`src/rtl/lpc_tgt_pkg.sv`:
```
package lpc_tgt_pkg;

  typedef enum logic [3:0] {
    ST_IDLE,
    ST_SKIP,
    ST_START,
    ST_ADDR,
    ST_WDAT,
    ST_TAR,
    ST_SYNC,
    ST_RDAT,
    ST_TARB,
    ST_ABWAIT
  } tgt_state_e;

  localparam logic [3:0] NIB_START = 4'h0;
  localparam logic [3:0] NIB_ABORT = 4'hF;
  localparam logic [3:0] NIB_READY = 4'h0;

  // memory cycle nibble: 01d0, d = write
  function automatic logic is_mem_cyc(input logic [3:0] n);
    return (n[3:2] == 2'b01) && !n[0];
  endfunction

endpackage

```
`src/rtl/lpc_tgt_lowrun.sv`:
```
// Counts consecutive low frame-strobe clocks while a cycle is open.
module lpc_tgt_lowrun #(
  parameter int LOWS = 4
) (
  input  logic clk,
  input  logic rst_n,
  input  logic en,
  input  logic lframe_n,
  output logic hit
);
  localparam int CW = $clog2(LOWS + 1);
  localparam logic [CW-1:0] LAST = CW'(LOWS - 1);

  logic [CW-1:0] cnt;

  always_ff @(posedge clk) begin
    if (!rst_n)               cnt <= '0;
    else if (!en || lframe_n) cnt <= '0;
    else if (cnt != LAST)     cnt <= cnt + 1'b1;
  end

  assign hit = en && !lframe_n && (cnt == LAST);
endmodule

```
`src/rtl/lpc_tgt_abtcmd.sv`:
```
// Watches for the all-ones nibble held until the frame strobe rises.
module lpc_tgt_abtcmd (
  input  logic       clk,
  input  logic       rst_n,
  input  logic       en,
  input  logic       lframe_n,
  input  logic [3:0] lad,
  output logic       done
);
  import lpc_tgt_pkg::*;

  logic armed;

  always_ff @(posedge clk) begin
    if (!rst_n)         armed <= 1'b0;
    else if (!en)       armed <= 1'b0;
    else if (!lframe_n) armed <= (lad == NIB_ABORT);
  end

  assign done = en && lframe_n && armed;
endmodule

```
`src/rtl/lpc_tgt_nibsh.sv`:
```
// Nibble shift register, order chosen by parameter.
module lpc_tgt_nibsh #(
  parameter int NIBS      = 8,
  parameter bit MSB_FIRST = 1'b1
) (
  input  logic              clk,
  input  logic              rst_n,
  input  logic              en,
  input  logic [3:0]        nib,
  output logic [4*NIBS-1:0] q
);
  localparam int W = 4 * NIBS;

  generate
    if (MSB_FIRST) begin : g_msb
      always_ff @(posedge clk) begin
        if (!rst_n)  q <= '0;
        else if (en) q <= {q[W-5:0], nib};
      end
    end else begin : g_lsb
      always_ff @(posedge clk) begin
        if (!rst_n)  q <= '0;
        else if (en) q <= {nib, q[W-1:4]};
      end
    end
  endgenerate
endmodule

```
`src/rtl/lpc_mem_target.sv`:
```
module lpc_mem_target #(
  parameter int ADDR_NIBS  = 8,
  parameter int DATA_W     = 8,
  parameter int TAR_CLKS   = 2,
  parameter int ABORT_LOWS = 4
) (
  input  logic                   clk,
  input  logic                   rst_n,
  input  logic                   ce_n,
  input  logic                   lframe_n,
  input  logic [3:0]             lad_in,
  output logic [3:0]             lad_out,
  output logic                   lad_oe,
  input  logic                   wr_busy,
  output logic                   wr_valid,
  output logic [4*ADDR_NIBS-1:0] wr_addr,
  output logic [DATA_W-1:0]      wr_data,
  output logic                   rd_req,
  output logic [4*ADDR_NIBS-1:0] rd_addr,
  input  logic [DATA_W-1:0]      rd_data,
  output logic                   standby
);
  import lpc_tgt_pkg::*;

  localparam int ADDR_W    = 4 * ADDR_NIBS;
  localparam int DATA_NIBS = DATA_W / 4;
  localparam int IDX_MAX   = (ADDR_NIBS > TAR_CLKS) ? ADDR_NIBS : TAR_CLKS;
  localparam int IW        = $clog2(IDX_MAX + 1);
  localparam int DB        = (DATA_NIBS > 1) ? $clog2(DATA_NIBS) : 1;

  tgt_state_e          st;
  logic [IW-1:0]       idx;
  logic                ce_q, is_wr, start_ok, rd_pend;
  logic [DATA_W-1:0]   dbuf;
  logic [ADDR_W-1:0]   addr_q;
  logic                mid, abort_hit, abort_done, in_skip;
  logic [3:0]          dnib [DATA_NIBS];

  assign mid = (st == ST_ADDR) || (st == ST_WDAT) || (st == ST_TAR) ||
               (st == ST_SYNC) || (st == ST_RDAT) || (st == ST_TARB);
  assign in_skip = (st == ST_SKIP);

  lpc_tgt_lowrun #(.LOWS(ABORT_LOWS)) u_lowrun (
    .clk(clk), .rst_n(rst_n), .en(mid), .lframe_n(lframe_n), .hit(abort_hit)
  );

  lpc_tgt_abtcmd u_abtcmd (
    .clk(clk), .rst_n(rst_n), .en(st == ST_ABWAIT), .lframe_n(lframe_n),
    .lad(lad_in), .done(abort_done)
  );

  lpc_tgt_nibsh #(.NIBS(ADDR_NIBS), .MSB_FIRST(1'b1)) u_addr_sh (
    .clk(clk), .rst_n(rst_n), .en((st == ST_ADDR) && lframe_n),
    .nib(lad_in), .q(addr_q)
  );

  lpc_tgt_nibsh #(.NIBS(DATA_NIBS), .MSB_FIRST(1'b0)) u_data_sh (
    .clk(clk), .rst_n(rst_n), .en((st == ST_WDAT) && lframe_n),
    .nib(lad_in), .q(wr_data)
  );

  assign wr_addr = addr_q;
  assign rd_addr = addr_q;

  always_ff @(posedge clk) begin
    if (!rst_n) begin
      st       <= ST_IDLE;
      idx      <= '0;
      ce_q     <= 1'b0;
      is_wr    <= 1'b0;
      start_ok <= 1'b0;
      wr_valid <= 1'b0;
      rd_req   <= 1'b0;
      rd_pend  <= 1'b0;
      dbuf     <= '0;
      standby  <= 1'b0;
    end else begin
      ce_q     <= !ce_n;
      wr_valid <= 1'b0;
      rd_req   <= 1'b0;
      rd_pend  <= rd_req;
      if (rd_pend) dbuf <= rd_data;
      standby  <= (st == ST_IDLE) && ce_n && lframe_n && !wr_busy;

      if (abort_hit) begin
        st  <= ST_ABWAIT;
        idx <= '0;
      end else begin
        case (st)
          ST_IDLE: if (!lframe_n) begin
            st       <= ce_q ? ST_START : ST_SKIP;
            start_ok <= (lad_in == NIB_START);
          end
          ST_SKIP: if (lframe_n) st <= ST_IDLE;
          ST_START: begin
            if (!lframe_n) start_ok <= (lad_in == NIB_START);
            else if (start_ok && is_mem_cyc(lad_in)) begin
              st    <= ST_ADDR;
              is_wr <= lad_in[1];
              idx   <= '0;
            end else st <= ST_IDLE;
          end
          ST_ABWAIT: if (abort_done) st <= ST_IDLE;
          default: if (lframe_n) begin
            case (st)
              ST_ADDR: if (idx == IW'(ADDR_NIBS - 1)) begin
                idx <= '0;
                if (is_wr) st <= ST_WDAT;
                else begin
                  st     <= ST_TAR;
                  rd_req <= 1'b1;
                end
              end else idx <= idx + 1'b1;
              ST_WDAT: if (idx == IW'(DATA_NIBS - 1)) begin
                idx      <= '0;
                st       <= ST_TAR;
                wr_valid <= 1'b1;
              end else idx <= idx + 1'b1;
              ST_TAR: if (idx == IW'(TAR_CLKS - 1)) begin
                idx <= '0;
                st  <= ST_SYNC;
              end else idx <= idx + 1'b1;
              ST_SYNC: st <= is_wr ? ST_TARB : ST_RDAT;
              ST_RDAT: if (idx == IW'(DATA_NIBS - 1)) begin
                idx <= '0;
                st  <= ST_TARB;
              end else idx <= idx + 1'b1;
              ST_TARB: if (idx == IW'(TAR_CLKS - 1)) begin
                idx <= '0;
                st  <= ST_IDLE;
              end else idx <= idx + 1'b1;
              default: st <= ST_IDLE;
            endcase
          end
        endcase
      end
    end
  end

  for (genvar g = 0; g < DATA_NIBS; g++) begin : g_dnib
    assign dnib[g] = dbuf[4*g +: 4];
  end

  assign lad_oe = (st == ST_SYNC) || (st == ST_RDAT);

  always_comb begin
    if (st == ST_RDAT) lad_out = dnib[idx[DB-1:0]];
    else               lad_out = NIB_READY;
  end
endmodule

```
`config.mk`:
```
export PLATFORM = sky130hd
export DESIGN_NAME = lpc_mem_target
export DESIGN_NICKNAME = d
export VERILOG_FILES = /design/src/rtl/lpc_tgt_pkg.sv /design/src/rtl/lpc_tgt_lowrun.sv /design/src/rtl/lpc_tgt_abtcmd.sv /design/src/rtl/lpc_tgt_nibsh.sv /design/src/rtl/lpc_mem_target.sv
export SDC_FILE = /design/constraint.sdc
export NUM_CORES = 1
export LEC_CHECK = 0
export ABC_AREA = 1
export BUFFER_PORTS_ARGS = -buffer_cell sky130_fd_sc_hd__buf_2
export CORE_MARGIN = 10
export CORE_UTILIZATION = 40
export DETAILED_ROUTE_END_ITERATION = 16
export GPL_TIMING_DRIVEN = 0
export HOLD_SLACK_MARGIN = 0.12
export PLACE_DENSITY = 0.73
export SLEW_MARGIN = 5
export SYNTH_ARGS = -nofsm -noshare
export SYNTH_HDL_FRONTEND = slang
export SYNTH_SLANG_ARGS = --single-unit
```
`constraint.sdc`:
```
create_clock -name clk -period 1.35 [get_ports clk]
set_input_delay 0.27 -clock clk [delete_from_list [all_inputs] [get_ports clk]]
set_output_delay 0.27 -clock clk [all_outputs]
set_load 0.02 [all_outputs]
```
==> results_dict.tcl, run 1 <==
set metrics [dict create \
    worst_hold_path.endpoint "dbuf[3]" \
    worst-r2r-cell-count 9 \
    fin_util_pct 62.2 \
    placed_area_sq_um 3670 \
    drc 0 \
    routed_via_density 4.84 \
    grt_pass1_wl_um 13100 \
    start_util_pct 41.7 \
    gp_congestion 0.906 \
    synth_top_area_share_pct 43.6 \
    relSlewSlack_pct 53.8 \
    path_clk_slew_ns 0.08 \
    powerDensity_nw_per_um2 1440 \
    power.total_mw 6.58 \
    dp_cells 614 \
    cts-root-buf "clkbuf_8" \
    die_area_sq_um 11600 \
    hpwl_um 6170 \
    nets 566 \
    timing.rr.end "st[2]" \
    syn-cell-area_sq_um 3070 \
    pre_cts_ws_ns -0.219 \
    path_max_fanout 6 \
    netlist-cell-type-count 27 \
    hold_slack_ns 0.144 \
    drt_iter0_markers 205 \
    period_minus_slack_ns 1.61 \
    diodes 0 \
    stdcell_area_sq_um 4580 \
    p_leak_nw 2.17 \
    syn_inst 420 \
    grtUsageTotal_pct 13.7 \
    pin_count 97 \
    worstHoldPathType "primary input to register" \
    setup_viol 41 \
    die_y_um 108 \
    skew_ns 0.0107 \
    antenna_found_initial 0 \
    synth_top_area_cell "dfxtp_1" \
    die_w_um 108 \
    wl_um 9350 \
    cts.sinks 67 \
    drive_above_1_share_pct 47.8 \
    grt_max_degree 15 \
    synth_seq_cells 67 \
    violations "setup timing" \
    core-area_sq_um 7370 \
    drv_slew 0 \
    cp.required_ns 1.58 \
    fin_crit_sh_pct 119 \
    overflow 0 \
    rsz0062_at_grt "yes" \
    end_kind "register" \
    avgSynthCellArea_sq_um 7.32 \
    clockBufferDepth 2 \
    tightest_slew_ns 0.693 \
    crit_arrival_ns 1.83 \
    io_buffers 95 \
    status "complete, but fails checks" \
    grt_pass1_vias 2829 \
    via_count 3142 \
    max_freq_ghz 0.623 \
    cts_made_buffers 9 \
    whs_path_depth 3 \
    ys_seq_area_share_pct 43.6 \
    cp-start-kind "register" \
    clk_latency_ns 0.35 \
    yosys-top-cells-area "dfxtp_1 44%, o21ai_0 8.8%, a21oi_1 8.1%, buf_4 7.8%, inv_1 7.7%" \
    layout_setup_ws_ns -0.256 \
    avgRoutedWirePerCell_um 14.4 \
    finalNonFillerCells 649 \
    syn-num-nets 441 \
    setup_tns_ns -4.06 \
    peakVddDrop_mv 0.714 \
    hold_violations 0 \
    drv_cap 0 \
    min_from "rd_data[3]" \
    syn_to_final_growth_pct 49.1 \
    criticalPathCategory "register to register" \
    r2r_start "st[2]" \
    drtAntennaViolNets 0 \
    startpoint "st[2]" \
    num_rows 31 \
    ys_warn_count 0 \
    h-tree-depth 3 \
    fill_cells 637 \
    tritoncts "yes" \
    r2r_slack_ns -0.26 \
    dr.pass1.iters 4 \
]
registers in the layout, summed over array words and instances (netlist names), 3 cells and up:
register / cells
dbuf: 8
idx: 4
st: 4
u_addr_sh.q: 32
u_data_sh.q: 8
u_lowrun.cnt: 3
layer usage:
metal / up-vias / GRT usage [%] / share of wire (%)
met5: - / 0 / 0
met3: 18 / 4.43 / 8.4
met1: 1432 / 15.7 / 41
met2: 123 / 22.9 / 49
met4: 0 / 5.44 / 1.6
li1: 1569 / - / -
cells by family after synthesis:
logic type	Yosys count	share of synthesized area [%]
AO/OA/AOI/OAI	108	17.7
XOR/XNOR	2	0.570
adder cells (fa/ha/maj)	4	1.63
buffers and inverters	112	18.1
flip-flops	67	43.6
multiplexers	1	0.326
AND/OR/NAND/NOR	126	18.1
synth_stat cells:
| cell type | n |
|---|---|
| nand2_2 | 1 |
| inv_1 | 63 |
| nor2_2 | 5 |
| clkbuf_2 | 2 |
| nand3_2 | 2 |
| nand2_1 | 43 |
| clkbuf_1 | 7 |
| nand3_1 | 21 |
| o21ai_1 | 3 |
| ha_1 | 4 |
| nand3b_1 | 1 |
| mux2i_1 | 1 |
| nor2_1 | 42 |
| inv_2 | 3 |
| buf_4 | 32 |
| dfxtp_1 | 67 |
| buf_6 | 1 |
| nor4_1 | 1 |
| a211oi_1 | 1 |
| nor2_4 | 1 |
| xor2_1 | 2 |
| o21ai_0 | 54 |
| or2_2 | 1 |
| a21oi_1 | 50 |
| buf_2 | 4 |
| nand4_1 | 2 |
| nor3_1 | 6 |
placed cells by master (no fill, tap or decap), types with 9 or more instances in the layout:
cell and instances:
buf_2 90, inv_1 61, dfxtp_1 53, buf_4 41, nor2_1 40, nand2_1 37, a21oi_1 30, o21ai_2 26
o21ai_0 23, a21oi_2 19, nand3_1 13, buf_6 11, dfxtp_2 10, clkbuf_8 9
critical path, stage by stage (launching register included):
cell	delay [ns]
dfxtp_4	0.37
buf_12	0.13
nor2_4	0.14
nand2_1	0.15
nand3_1	0.15
nand3_2	0.14
nand2_4	0.13
inv_2	0.09
o21ai_0	0.12
nor2_1	0.08
layout make-up:
type	instances	area, sq um	share of cell area [%]
clock buffer	9	124	2.70
timing repair buffer	113	707	15.4
multi-input combinational	242	1530	33.3
sequential	67	1370	29.9
tap	99	124	2.70
buffer	46	378	8.24
inverter	66	250	5.46
clock inverter	7	106	2.32
worst max path at each step:
stage	endpoint	slack [ns]	depth (start not counted)
5_1_grt	st[2]	-0.33	9
2_1_floorplan	lad_out[0]	0.001	4
4_1_cts	lad_out[1]	-0.20	5
3_5_place_dp	wr_valid	-0.22	5
3_3_place_gp	rd_req	-0.27	5
6_report	st[2]	-0.26	9
report_power, final:
| part | switching [mW] | internal (mW) |
|---|---|---|
| clock | 0.870 | 1.08 |
| sequential | 0.217 | 2.19 |
| combinational | 1.33 | 0.902 |
| total | 2.41 | 4.17 |
what timing repair did:
action | in CTS | in global routing
endpoints found under the setup margin | 55 | 52
hold endpoints to repair | 2 | 0
gates cloned | 0 | 4
buffers inserted | 5 | 8
hold buffers | 2 | 0
pin swaps | 2 | 6
gates resized for setup | 47 | 126
(Power assumes the default switching activity.)
==> run 2: changes to the inputs <==
- PLACE_DENSITY: 0.73 -> not set
- PLACE_DENSITY_LB_ADDON: not set -> 0.2
==> run 2 against run 1 <==
The run still ends with setup timing left. Critical path depth shrank 4. Sequential share of layout area down 0.23 points. Hold slack better by 0.0081 ns. Clock power down 14%. Flip-flop and latch count stayed put. Routed wire length down 5.1%. Register-to-register slack better by 0.14 ns. Final cell count fell by 0.62%. Clock skew up 0.0017 ns.
==> results_dict.tcl, run 2 (synthesis results as in run 1) <==
set metrics [dict create \
    fin_util_pct 62.7 \
    avgRoutedWirePerCell_um 13.8 \
    end_kind "primary output" \
    finalNonFillerCells 645 \
    relSlewSlack_pct 54.9 \
    die_y_um 108 \
    stdcell_area_sq_um 4620 \
    drv_cap 0 \
    path_clk_slew_ns 0.07 \
    p_sw_mw 2.39 \
    drv_slew 0 \
    drt_iter0_markers 119 \
    placed_area_sq_um 3670 \
    cts.sinks 67 \
    gp_congestion 0.894 \
    io_buffers 95 \
    dr.pass1.iters 4 \
    p_int_mw 4.06 \
    core-area_sq_um 7370 \
    cp.required_ns 1.08 \
    die_w_um 108 \
    drc 0 \
    hold_slack_ns 0.152 \
    setup_viol 39 \
    layout_setup_ws_ns -0.187 \
    crit_arrival_ns 1.27 \
    reg_top3 "u_addr_sh.q (32), dbuf (8), u_data_sh.q (8)" \
    drive_above_1_share_pct 48.9 \
    nets 562 \
    cts-root-buf "clkbuf_8" \
    criticalPathCategory "register to primary output" \
    diodes 0 \
    clkPwrFrac_pct 25.9 \
    die_area_sq_um 11600 \
    overflow 0 \
    max_freq_ghz 0.651 \
    powerDensity_nw_per_um2 1400 \
    hpwl_um 6100 \
    final_cell_mix "90 x buf_2, 57 x inv_1, 55 x dfxtp_1" \
    tritoncts "yes" \
    antenna_found_initial 0 \
    pre_cts_ws_ns -0.242 \
    grt_max_degree 13 \
    largest_reg_flops 32 \
    grt_pass1_wl_um 13100 \
    worstHoldPathType "primary input to register" \
    num_rows 31 \
    switching_share_pct 37.1 \
    routed_via_density 4.73 \
    regMostFlops "u_addr_sh.q" \
    period_minus_slack_ns 1.54 \
    syn_to_final_growth_pct 50.3 \
    cp-start-kind "register" \
    grt_pass1_vias 2822 \
    rsz0062_at_grt "yes" \
    wl_um 8870 \
    setup_tns_ns -3.60 \
    cts_made_buffers 9 \
    status "complete, but fails checks" \
    pin_count 97 \
    power.total_mw 6.46 \
    layout_commonest_cell "buf_2" \
    grtUsageTotal_pct 13.8 \
    h-tree-depth 3 \
    hold_violations 0 \
    start_util_pct 41.7 \
    p_leak_nw 2.15 \
    via_count 3050 \
    dp_cells 614 \
    skew_ns 0.0124 \
    clk_latency_ns 0.34 \
    drtAntennaViolNets 0 \
    clockBufferDepth 2 \
    fin_crit_sh_pct 114 \
    peakVddDrop_mv 0.916 \
    tightest_slew_ns 0.677 \
    pwr-share-comb_pct 36.6 \
    violations "setup timing" \
    seqPwrFrac_pct 37.5 \
    path_max_fanout 4 \
]
==> run 2: layer usage <==
metal	GRT usage, %	vias up	wire length, um
met2	23.0	84	4330
met1	15.6	1398	3820
li1	-	1558	-
met4	5.44	0	110
met3	5.09	10	616
met5	0	-	0
==> run 2: worst max-delay path: stages (launching register included) <==
cell	delay (ns)
dfxtp_4	0.38
inv_4	0.04
nor2_4	0.15
nand2_4	0.09
a21oi_2	0.14
buf_6	0.14
==> run 2: power by group through the flow <==
| stage | sequential [mW] | clock (mW) | combinational [mW] |
|---|---|---|---|
| detailed placement | 2.39 | 0 | 1.59 |
| finish | 2.42 | 1.67 | 2.36 |
| global route | 2.45 | 1.80 | 2.58 |
| floorplan | 2.48 | 0 | 1.06 |
| CTS | 2.37 | 1.71 | 1.73 |
| global placement | 2.38 | 0 | 1.58 |
==> run 2: path summary, 6_finish.rpt <==
check                                 from  slack [ns]  cells past startpoint    endpoint
worst max-delay path                 st[2]       -0.19                      5  lad_out[3]
worst min-delay path            rd_data[6]        0.15                      3     dbuf[6]
worst max register to register       st[2]       -0.12                     10      idx[0]
worst min register to register      rd_req        0.44                      2     rd_pend
==> run 2: layout make-up <==
| type | count | area (sq um) |
|---|---|---|
| buffer | 46 | 383 |
| clock buffer | 10 | 138 |
| clock inverter | 6 | 63.8 |
| fill | 665 | 2750 |
| inverter | 66 | 250 |
| multi-input combinational | 241 | 1580 |
| sequential | 67 | 1370 |
| tap | 99 | 124 |
| timing repair buffer | 110 | 712 |
==> run 2: what timing repair did <==
action                                  4_1_cts  5_1_grt
pin swaps                                     2       19
hold endpoints to repair                      2        0
buffers inserted                              3        6
resized for setup                            35      161
cloned                                        0        4
hold buffers                                  2        0
endpoints found under the setup margin       56       52
==> run 3: changes to the inputs <==
--- a/config.mk
+++ b/config.mk
@@ -14,5 +14,4 @@
 export HOLD_SLACK_MARGIN = 0.12
 export PLACE_DENSITY_LB_ADDON = 0.2
-export SLEW_MARGIN = 5
 export SYNTH_ARGS = -nofsm -noshare
 export SYNTH_HDL_FRONTEND = slang
==> constraint.sdc (replaced) <==
create_clock -name clk -period 1.35 [get_ports clk]
set_input_delay 0 -clock clk [delete_from_list [all_inputs] [get_ports clk]]
set_output_delay 0 -clock clk [all_outputs]
set_load 0.02 [all_outputs]
==> run 3 against run 2 <==
The flow still finishes with violations (setup timing). First-iteration DRC count up 89%. Final cell count up 4.0%. Maximum frequency up 7.6%. Non-clock buffer count up 26. Largest cell class unchanged.
==> results_dict.tcl, run 3 (synthesis results as in run 1) <==
set metrics [dict create \
    nets 588 \
    routed_via_density 4.76 \
    m1WireLength_um 3780 \
    avgRoutedWirePerCell_um 14.0 \
    multi_input_area_sq_um 1580 \
    max_freq_ghz 0.700 \
    drive_above_1_share_pct 46.3 \
    num_rows 31 \
    whs_path_depth 3 \
    wl_met3_um 709 \
    dr.pass1.iters 6 \
    skew_ns 0.0106 \
    rsz0062_at_grt "yes" \
    finalNonFillerCells 671 \
    dp_cells 614 \
    criticalPathCategory "register to register" \
    stdcell_area_sq_um 4760 \
    clk_latency_ns 0.34 \
    layout_commonest_cell "buf_2" \
    die_y_um 108 \
    via_count 3191 \
    top_layer_used "met4" \
    setup_viol 23 \
    fill_cells 637 \
    cp-start-kind "register" \
    die_area_sq_um 11600 \
    ff_latch_area_sq_um 1360 \
    crit_arrival_ns 1.66 \
    syn_to_final_growth_pct 54.9 \
    drtAntennaViolNets 0 \
    h-tree-depth 3 \
    min_from "rst_n" \
    grt_pass1_wl_um 14300 \
    largest_reg_flops 32 \
    status "complete, but fails checks" \
    cp.required_ns 1.58 \
    end_kind "register" \
    startpoint "idx[1]" \
    antenna_found_initial 0 \
    hold_slack_ns 0.171 \
    cts_made_buffers 9 \
    drv_slew 0 \
    layout_setup_ws_ns -0.0785 \
    diodes 0 \
    drt_iter0_markers 225 \
    tightest_slew_ns 0.637 \
    power.total_mw 6.58 \
    die_w_um 108 \
    violations "setup timing" \
    worstHoldPathType "primary input to register" \
    timing.rr.end "st[2]" \
    relSlewSlack_pct 57.6 \
    grt_max_degree 13 \
    fin_crit_sh_pct 106 \
    pin_count 97 \
    peakVddDrop_mv 0.750 \
    drv_cap 0 \
    final_cell_mix "90 x buf_2, 61 x dfxtp_1, 57 x buf_4" \
    grt_pass1_vias 3003 \
    tritoncts "yes" \
    wl_met2_um 4760 \
    clockBufferDepth 2 \
    cts-root-buf "clkbuf_8" \
    r2r_slack_ns -0.08 \
    placed_area_sq_um 3670 \
    io_buffers 95 \
    path_clk_slew_ns 0.08 \
    p_leak_nw 2.21 \
    worst_hold_path.endpoint "u_abtcmd.armed" \
    drc 0 \
    core-area_sq_um 7370 \
    hold_violations 0 \
    regMostFlops "u_addr_sh.q" \
    path_max_fanout 5 \
    gp_congestion 0.894 \
    powerDensity_nw_per_um2 1380 \
    fin_util_pct 64.6 \
    r2r_start "idx[1]" \
    start_util_pct 41.7 \
    reg_top3 "u_addr_sh.q (32), dbuf (8), u_data_sh.q (8)" \
    pre_cts_ws_ns -0.242 \
    cts.sinks 67 \
    wl_um 9370 \
    period_minus_slack_ns 1.43 \
    worst-r2r-cell-count 8 \
    hpwl_um 6100 \
    grtUsageTotal_pct 15.0 \
    overflow 0 \
    setup_tns_ns -0.495 \
]
## run 3: cell types whose count changed in the layout (fill, tap and decap cells not counted), moves of 4 or more
| cell | previous run | this run |
|---|---|---|
| o21ai_2 | 20 | 13 |
| buf_6 | 11 | 7 |
| dfxtp_1 | 55 | 61 |
| a21oi_1 | 32 | 36 |
| dfxtp_2 | 7 | 0 |
| o21ai_1 | 15 | 8 |
| buf_12 | 6 | 1 |
| o21ai_0 | 21 | 32 |
| dlygate4sd3_1 | 2 | 18 |
| buf_4 | 37 | 57 |
## run 3: critical path, cell delays in order (launching register included)
cell and delay, ns:
dfxtp_4 0.38, ha_4 0.15, nand3_4 0.09, nand3_4 0.11
nand2_2 0.05, nor2_2 0.15, nand3_4 0.12, nor3_4 0.20
nor2_1 0.06
## run 3: how the worst max path moves through the flow
stage | end | slack (ns) | cells after the start
floorplan | st[1] | 0.01 | 8
detailed placement | wr_valid | -0.24 | 5
global placement | wr_valid | -0.22 | 5
finish | st[2] | -0.08 | 8
CTS | rd_req | -0.06 | 6
global route | st[2] | -0.15 | 8
## run 3: layout make-up
type | count | share of cell area (%)
Clock inverter | 6 | 1.34
Timing Repair Buffer | 136 | 18.5
Tap cell | 99 | 2.60
Clock buffer | 10 | 2.89
Sequential cell | 67 | 28.7
Buffer | 46 | 7.36
Inverter | 66 | 5.49
Multi-Input combinational cell | 241 | 33.1
## run 3: where the power goes
group	internal [mW]	switching, mW
combinational	1.05	1.43
clock	0.902	0.774
sequential	2.20	0.228
## run 3: routing by layer
metal  global-route usage, %  vias up
li1                        -     1611
met1                    17.0     1477
met2                    25.7       94
met3                    5.15        9
met4                    5.15        0
met5                       0        -
## run 3: timing repair
| item | CTS | global route |
|---|---|---|
| hold buffers | 19 | 0 |
| pin swaps | 9 | 23 |
| buffers inserted | 7 | 13 |
| hold endpoints to repair | 34 | 0 |
| resized for setup | 56 | 111 |
| endpoints found under the setup margin | 56 | 42 |
| cloned | 0 | 2 |
